File: src/rtl/cmem_pkg.sv
package cmem_pkg;

  localparam int OP_W = 4;

  typedef enum logic [OP_W-1:0] {
    OP_ZERO   = 4'd0,
    OP_ONE    = 4'd1,
    OP_READ   = 4'd2,
    OP_RINV   = 4'd3,
    OP_NOR    = 4'd4,
    OP_OR     = 4'd5,
    OP_AND    = 4'd6,
    OP_NAND   = 4'd7,
    OP_XNOR   = 4'd8,
    OP_XOR    = 4'd9,
    OP_IMP    = 4'd10,
    OP_HSUM   = 4'd11,
    OP_HCARRY = 4'd12
  } col_op_e;

  // One column slice: lf is the NOR line, lt is the AND line.
  function automatic logic slice_eval(input logic [OP_W-1:0] op,
                                      input logic lf,
                                      input logic lt,
                                      input logic add_en);
    logic r;
    case (op)
      OP_ZERO:   r = 1'b0;
      OP_ONE:    r = 1'b1;
      OP_READ:   r = lt;
      OP_RINV:   r = lf;
      OP_NOR:    r = lf;
      OP_OR:     r = ~lf;
      OP_AND:    r = lt;
      OP_NAND:   r = ~lt;
      OP_XNOR:   r = lf | lt;
      OP_XOR:    r = ~(lf | lt);
      OP_IMP:    r = ~(lf & lt);
      OP_HSUM:   r = ~(lf ^ lt);
      OP_HCARRY: r = add_en ? (~lf & lt) : (lf & lt);
      default:   r = 1'b0;
    endcase
    return r;
  endfunction

endpackage

File: src/rtl/cmem_cell_array.sv
module cmem_cell_array #(
  parameter int ROWS = 8,
  parameter int COLS = 8,
  localparam int ROW_W = (ROWS > 1) ? $clog2(ROWS) : 1
) (
  input  logic                       clk,
  input  logic                       rst_n,
  input  logic                       wr_en,
  input  logic [ROW_W-1:0]           wr_row,
  input  logic [COLS-1:0]            wr_word,
  output logic [ROWS-1:0][COLS-1:0]  cells
);

  logic [ROWS-1:0][COLS-1:0] store_q;
  logic                      wr_hit;

  assign wr_hit = wr_en && (int'(wr_row) < ROWS);

  always_ff @(posedge clk) begin
    if (!rst_n) begin
      store_q <= '0;
    end else if (wr_hit) begin
      store_q[wr_row] <= wr_word;
    end
  end

  assign cells = store_q;

endmodule

File: src/rtl/cmem_line_eval.sv
module cmem_line_eval #(
  parameter int ROWS = 8,
  parameter int COLS = 8
) (
  input  logic [ROWS-1:0][COLS-1:0]  cells,
  input  logic [ROWS-1:0]            mask_f,
  input  logic [ROWS-1:0]            mask_t,
  output logic [COLS-1:0]            line_f,
  output logic [COLS-1:0]            line_t
);

  for (genvar c = 0; c < COLS; c++) begin : g_col
    logic [ROWS-1:0] column;
    for (genvar r = 0; r < ROWS; r++) begin : g_row
      assign column[r] = cells[r][c];
    end
    // Discharged by any enabled cell holding 1 on the false side,
    // or any enabled cell holding 0 on the true side.
    assign line_f[c] = ~|(column & mask_f);
    assign line_t[c] = ~|(~column & mask_t);
  end

endmodule

File: src/rtl/cmem_slice_alu.sv
module cmem_slice_alu
  import cmem_pkg::*;
#(
  parameter int COLS = 8
) (
  input  logic [COLS-1:0]       line_f,
  input  logic [COLS-1:0]       line_t,
  input  logic [OP_W*COLS-1:0]  op_sel,
  input  logic                  add_en,
  output logic [COLS-1:0]       result
);

  for (genvar c = 0; c < COLS; c++) begin : g_slice
    assign result[c] = slice_eval(op_sel[c*OP_W +: OP_W], line_f[c], line_t[c], add_en);
  end

endmodule

File: src/rtl/cmem_compute_array.sv
module cmem_compute_array
  import cmem_pkg::*;
#(
  parameter int ROWS = 8,
  parameter int COLS = 8,
  localparam int ROW_W = (ROWS > 1) ? $clog2(ROWS) : 1
) (
  input  logic                  clk,
  input  logic                  rst_n,
  input  logic                  wr_en,
  input  logic [ROW_W-1:0]      wr_row,
  input  logic                  wr_wb,
  input  logic [COLS-1:0]       wr_data,
  input  logic [ROWS-1:0]       rd_mask_f,
  input  logic [ROWS-1:0]       rd_mask_t,
  input  logic [OP_W*COLS-1:0]  op_sel,
  input  logic                  add_en,
  output logic [COLS-1:0]       result,
  output logic [COLS-1:0]       line_f,
  output logic [COLS-1:0]       line_t
);

  logic [ROWS-1:0][COLS-1:0] cells;
  logic [COLS-1:0]           wr_word;

  // Same-cycle write-back takes the live result bus.
  assign wr_word = wr_wb ? result : wr_data;

  cmem_cell_array #(.ROWS(ROWS), .COLS(COLS)) u_cells (
    .clk     (clk),
    .rst_n   (rst_n),
    .wr_en   (wr_en),
    .wr_row  (wr_row),
    .wr_word (wr_word),
    .cells   (cells)
  );

  cmem_line_eval #(.ROWS(ROWS), .COLS(COLS)) u_lines (
    .cells  (cells),
    .mask_f (rd_mask_f),
    .mask_t (rd_mask_t),
    .line_f (line_f),
    .line_t (line_t)
  );

  cmem_slice_alu #(.COLS(COLS)) u_alu (
    .line_f (line_f),
    .line_t (line_t),
    .op_sel (op_sel),
    .add_en (add_en),
    .result (result)
  );

endmodule

File: config.mk
export PLATFORM = sky130hd
export DESIGN_NAME = cmem_compute_array
export DESIGN_NICKNAME = d
export VERILOG_FILES = /design/src/rtl/cmem_pkg.sv /design/src/rtl/cmem_cell_array.sv /design/src/rtl/cmem_line_eval.sv /design/src/rtl/cmem_slice_alu.sv /design/src/rtl/cmem_compute_array.sv
export SDC_FILE = /design/constraint.sdc
export NUM_CORES = 1
export LEC_CHECK = 0
export CAP_MARGIN = 25
export CORE_MARGIN = 1.5
export CORE_UTILIZATION = 30
export DETAILED_ROUTE_END_ITERATION = 16
export GPL_ROUTABILITY_DRIVEN = 0
export PLACE_DENSITY = 0.54
export SYNTH_ARGS = -nofsm -noshare
export SYNTH_HDL_FRONTEND = slang
export SYNTH_SLANG_ARGS = --single-unit
File: constraint.sdc
create_clock -name clk -period 9.09 [get_ports clk]
set_clock_uncertainty 0.05 [all_clocks]
set_input_delay 1.818 -clock clk [delete_from_list [all_inputs] [get_ports clk]]
set_output_delay 1.818 -clock clk [all_outputs]
set_load 0.01 [all_outputs]
==> results of run 1 <==
worst max-delay path, cell delays in order:
cell	delay, ns
clkdlybuf4s50_1	0.50
inv_2	0.17
o22ai_1	0.12
nor4_2	0.67
inv_1	0.11
ha_1	0.30
mux2i_1	0.07
nand4b_1	0.11
o21ai_0	0.15
nor4_4	0.59
nand2_1	0.11
clkdlybuf4s50_1	0.51
per-layer routing:
metal | routed length, um | GRT usage (%) | up-vias | part of all wire, %
met5 | 0 | 0 | - | 0
met4 | 523 | 7.16 | 0 | 2.9
met3 | 1260 | 4.00 | 36 | 6.9
met2 | 8190 | 32.5 | 254 | 45
met1 | 8200 | 27.2 | 2609 | 45
li1 | - | - | 2611 | -
report_power, final:
part | internal (mW) | switching [mW]
sequential | 0.290 | 0.00896
combinational | 0.0871 | 0.113
clock | 0.247 | 0.130
total | 0.624 | 0.253
kinds of logic after synthesis:
group,after synthesis,share of synthesized area [%]
flip-flops,64,25.7
AO/OA/AOI/OAI,221,30.1
AND/OR/NAND/NOR,251,27.1
adder cells (fa/ha/maj),24,6.02
multiplexers,25,5.51
buffers and inverters,73,5.64
cell type report:
class / count / area (um2) / share of cell area (%)
clock buffer: 11 / 243 / 3.80
sequential: 64 / 1280 / 20.1
multi-input combinational: 521 / 3460 / 54.1
clock inverter: 5 / 80.1 / 1.25
tap: 216 / 270 / 4.23
inverter: 34 / 128 / 2.00
timing repair buffer: 93 / 927 / 14.5
worst max-delay path by stage:
| stage | from | to | slack (ns) | cells past startpoint |
|---|---|---|---|---|
| after floorplan | rd_mask_t[3] | result[7] | 3.26 | 9 |
| after CTS | rd_mask_t[6] | result[6] | 2.03 | 12 |
| after global placement | rd_mask_t[7] | result[6] | 2.06 | 12 |
| after global routing | rd_mask_t[6] | result[6] | 1.82 | 12 |
| final | rd_mask_t[6] | result[0] | 1.98 | 12 |
| after detailed placement | rd_mask_t[6] | result[6] | 2.03 | 12 |
placed cells by master (no fill, tap or decap), drive strengths merged, types with 5 or more instances in the layout:
cell           count
and4               5
o211ai            28
and3b              7
clkbuf            11
o311a              8
clkdlybuf4s50     86
dfxtp             64
nand2            117
nor3               8
ha                24
nand2b            13
o22ai             30
nor4              12
or4                5
nor2b              5
a21oi             23
or2                5
a22oi             32
nor2              35
a31oi             48
buf                7
mux2               5
nand4b             8
inv               34
nand4              5
mux2i             20
o21ai             37
stage by stage:
stage / worst slack, ns / hold slack (ns) / power (mW) / instance area [um2] / utilization, %
6_report: 1.98 / 0.523 / 0.877 / 6390 / 39.8
3_5_place_dp: 2.03 / 0.518 / 0.503 / 6060 / 37.8
3_3_place_gp: 2.06 / 0.515 / 0.497 / 6020 / 37.5
5_1_grt: 1.82 / 0.556 / 0.912 / 6390 / 39.8
4_1_cts: 2.03 / 0.527 / 0.879 / 6390 / 39.8
2_1_floorplan: 3.26 / 0.489 / 0.412 / 4990 / -
==> results.txt, run 1 <==
Synth Net Count - 746
commonest cells in the netlist - nand2_1 (117), dfxtp_1 (64), a31oi_1 (48)
r2r startpoint - u_cells.cells[19]
area leader, netlist - dfxtp_1
share of layout cells above drive strength 1 - 8.24%
largest net degree at the start of global routing - 36
top-area cell type share of the netlist area - 25.7%
Cells after Synth - 658
Slew HR - 27.3%
status - completed
CORE AREA - 16100 um2
crit path max fanout - 9
post-synthesis async set-or-reset flop share - 0%
Avg Inst Size Synth - 7.59 um2
post-DP HPWL - 13200 um
die area - 17400 um2
number of H-tree levels - 3
Routed Antenna Nets - 0
Setup-failing EPs final - 0
synthesized area - 4990 um2
die width - 132 um
max reg flops - 64
wire per inst - 19.2 um
hold crit path type - reg -> reg
Seq cells post-synth - 64
root buffer cell - clkbuf_16
hold-fix buffer count after cts - 0
Synth Warn # - 0
Crit path required time - 7.22 ns
PwrDens - 137 nW/um2
Hold Crit Start - u_cells.cells[36]
post_cts resized - 0
initial antenna violation count - 0
GRT Overall Usage - 20.3%
worst reg2reg path depth - 10
setup TNS - 0 ns
GR Overflow Total - 0
register area share after synthesis - 25.7%
Post-route DRC - 0
first-pass GRT wire length - 28000 um
number of flops mapped to enable cells by yosys - 0
Starting Density - 31.1%
Hold Violations, Final - 0
dominant cell by count in the synthesized netlist - nand2_1
TritonCTS buffer count - 9
Max Root-Sink Buffers - 2
max-slew violations - 0
reg2reg end - u_cells.cells[27]
vias in the first global route - 5051
FP Rows - 46
final net count - 811
Num Clock Sinks - 64
latest clock arrival within the worst-skew pair - 0.34 ns
clk slew on worst S/H paths - 0.05 ns
Least-Margin Pin Slew - 1.09 ns
Leakage Power - 2.34 nW
Vias - 5510
max cap viols - 0
worst hold stages - 2
VDD IR max - 0.0000880 V
Yosys cell types - 57
r2r setup slk - 6.15 ns
Finished Layout Cells - 944
fmax - 0.141 GHz
Iter 0 DRT Violations - 537
post-DR vias/cell - 5.84
drt first pass iters - 6
CTS tree - built
IO Count - 88
period utilization - 78.2%
CP arrival - 5.24 ns
dominant cells by area after synthesis - dfxtp_1 (26%), nand2_1 (8.8%), a31oi_1 (6.0%), ha_1 (6.0%), a22oi_1 (4.8%)
antenna cell count - 0
routed wire length - 18200 um
Die Span Y - 132 um
Min-Delay Endpoint - u_cells.cells[36]
setup bufs post-CTS - 0
Fillers - 1619
Placed Cells - 928
input/output buffers - 87
RSZ-0062 raised after global routing - no
top_reg_cell synth - dfxtp_1
Tmin final - 7.11 ns
crit end category - output port
Setup Crit Path Kind - in -> out
P&R area growth vs syn - 27.9%
CP Launch Type - input port
(Power assumes the default switching activity.)
==> run 2, diff against run 1 <==
clock period = 6.8 ns   (was 9.09 ns; I/O delays follow)
==> run 2 against run 1 <==
Utilization is 0.078 points higher; die area unchanged; non-clock buffer count rose by 2; via count about the same; largest power group unchanged; first-iteration DRC count down 27%; critical endpoint is now result[7].
==> results.txt, run 2 (same netlist as run 1, synthesis figures left out) <==
worst reg2reg path depth - 9 (-1)
hold-fix buffer count after cts - 0 (unchanged)
routed wire length - 18200 um (about the same)
antenna cell count - 0 (unchanged)
Fillers - 1600 (-1.2%)
max reg flops - 64 (unchanged)
reg2reg end - u_cells.cells[27]
drt first pass iters - 5 (-1)
Post-route DRC - 0 (unchanged)
CP arrival - 4.73 ns (-0.51 ns)
r2r setup slk - 3.81 ns (-2.34 ns)
initial antenna violation count - 0 (unchanged)
Num Clock Sinks - 64 (unchanged)
setup bufs post-CTS - 0 (unchanged)
crit end category - output port
r2r startpoint - u_cells.cells[19]
Least-Margin Pin Slew - 1.03 ns (-0.0534 ns)
FP Rows - 46 (unchanged)
Hold Violations, Final - 0 (unchanged)
die width - 132 um (unchanged)
post-DP HPWL - 13100 um (-0.52%)
commonest non-fill, non-tap cell in the layout - nand2_1
Leakage Power - 2.36 nW (+0.58%)
input/output buffers - 87 (unchanged)
die area - 17400 um2 (unchanged)
CP endpoint - result[7]
number of H-tree levels - 3 (unchanged)
fmax - 0.163 GHz
largest net degree at the start of global routing - 34 (-5.6%)
post-DR vias/cell - 5.82 (-0.28%)
setup TNS - 0 ns (unchanged)
Worst Setup SP - rd_mask_t[2]
CP Launch Type - input port
clk slew on worst S/H paths - 0.05 ns (about the same)
most frequent cells in the layout - nand2_1 (117), clkdlybuf4s50_1 (86), dfxtp_1 (64)
Slew HR - 30.9% (+3.6 points)
Setup Crit Path Kind - in -> out
RSZ-0062 raised after global routing - no
PwrDens - 183 nW/um2 (+33%)
hold crit path type - reg -> reg
max cap viols - 0 (unchanged)
Die Span Y - 132 um (unchanged)
latest clock arrival within the worst-skew pair - 0.33 ns (about the same)
post_cts resized - 0 (unchanged)
CTS tree - built
Finished Layout Cells - 946 (+0.21%)
root buffer cell - clkbuf_16
Placed Cells - 929 (+0.11%)
first-pass GRT wire length - 28500 um (+1.8%)
crit path max fanout - 9 (unchanged)
P&R area growth vs syn - 28.2%
Crit path required time - 5.39 ns (-1.83 ns)
IO Count - 88 (unchanged)
VDD IR max - 0.0000953 V (+8.3%)
Vias - 5506 (-0.073%)
Starting Density - 31.1% (unchanged)
wire per inst - 19.2 um (-0.25%)
GR Overflow Total - 0 (unchanged)
Routed Antenna Nets - 0 (unchanged)
final net count - 813 (+0.25%)
status - completed
share of layout cells above drive strength 1 - 8.63% (+0.39 points)
vias in the first global route - 5256 (+4.1%)
period utilization - 90.3%
Tmin final - 6.14 ns
TritonCTS buffer count - 9 (unchanged)
Iter 0 DRT Violations - 394 (-27%)
max-slew violations - 0 (unchanged)
Setup-failing EPs final - 0 (unchanged)
Max Root-Sink Buffers - 2 (unchanged)
GRT Overall Usage - 20.5% (+0.16 points)
CORE AREA - 16100 um2 (unchanged)
[run 2: cell count changes in the layout (fill, tap and decap cells not counted)]
cell	previous run	this run
buf_4	4	6
inv_6	0	1
clkinvlp_4	2	1
clkbuf_1	1	0
clkinv_2	1	2
clkbuf_8	1	0
clkinv_4	0	1
[run 2: cell type report]
cell class	instances	area, um2	area share, %
inverter	34	128	1.99
clock inverter	7	95.1	1.49
tap	216	270	4.22
clock buffer	9	225	3.52
timing repair buffer	95	942	14.7
sequential	64	1280	20.0
multi-input combinational	521	3460	54.0
[run 2: worst min-delay path by stage]
stage,from,end,slack (ns),cells after the start
2_1_floorplan,u_cells.cells[20],u_cells.cells[20],0.49,2
3_3_place_gp,u_cells.cells[44],u_cells.cells[44],0.52,4
3_5_place_dp,u_cells.cells[12],u_cells.cells[12],0.53,2
4_1_cts,u_cells.cells[52],u_cells.cells[52],0.54,4
5_1_grt,u_cells.cells[3],u_cells.cells[3],0.56,2
6_report,u_cells.cells[59],u_cells.cells[59],0.54,4
[run 2: report_power, final]
group,internal (mW),leakage [nW],switching (mW)
clock,0.321,0.156,0.182
sequential,0.387,0.520,0.0124
combinational,0.117,1.68,0.150
total,0.826,2.36,0.345
[run 2: layer usage]
layer | track usage (%) | up-vias | part of all wire (%)
met5 | 0 | - | 0
met3 | 3.27 | 34 | 8.0
met4 | 7.16 | 0 | 2.6
met2 | 32.8 | 255 | 45
li1 | - | 2610 | -
met1 | 27.8 | 2607 | 45
[run 2: critical path, stage by stage]
cell             delay (ns)
clkdlybuf4s50_1        0.48
inv_2                  0.16
o22ai_1                0.10
or4_1                  0.64
ha_1                   0.33
nand2_1                0.05
o21ai_0                0.07
a2111oi_0              0.71
nor4_4                 0.17
nand2_1                0.11
clkdlybuf4s50_1        0.54
[run 2: metrics by stage]
stage | total power, mW | hold WS [ns] | area [um2] | setup WS, ns | util (%)
5_1_grt | 1.21 | 0.556 | 6400 | 0.451 | 39.8
2_1_floorplan | 0.551 | 0.489 | 4990 | 1.89 | -
3_3_place_gp | 0.665 | 0.517 | 6040 | 0.717 | 37.6
4_1_cts | 1.17 | 0.536 | 6390 | 0.658 | 39.8
3_5_place_dp | 0.672 | 0.526 | 6070 | 0.667 | 37.8
6_report | 1.17 | 0.537 | 6400 | 0.657 | 39.8
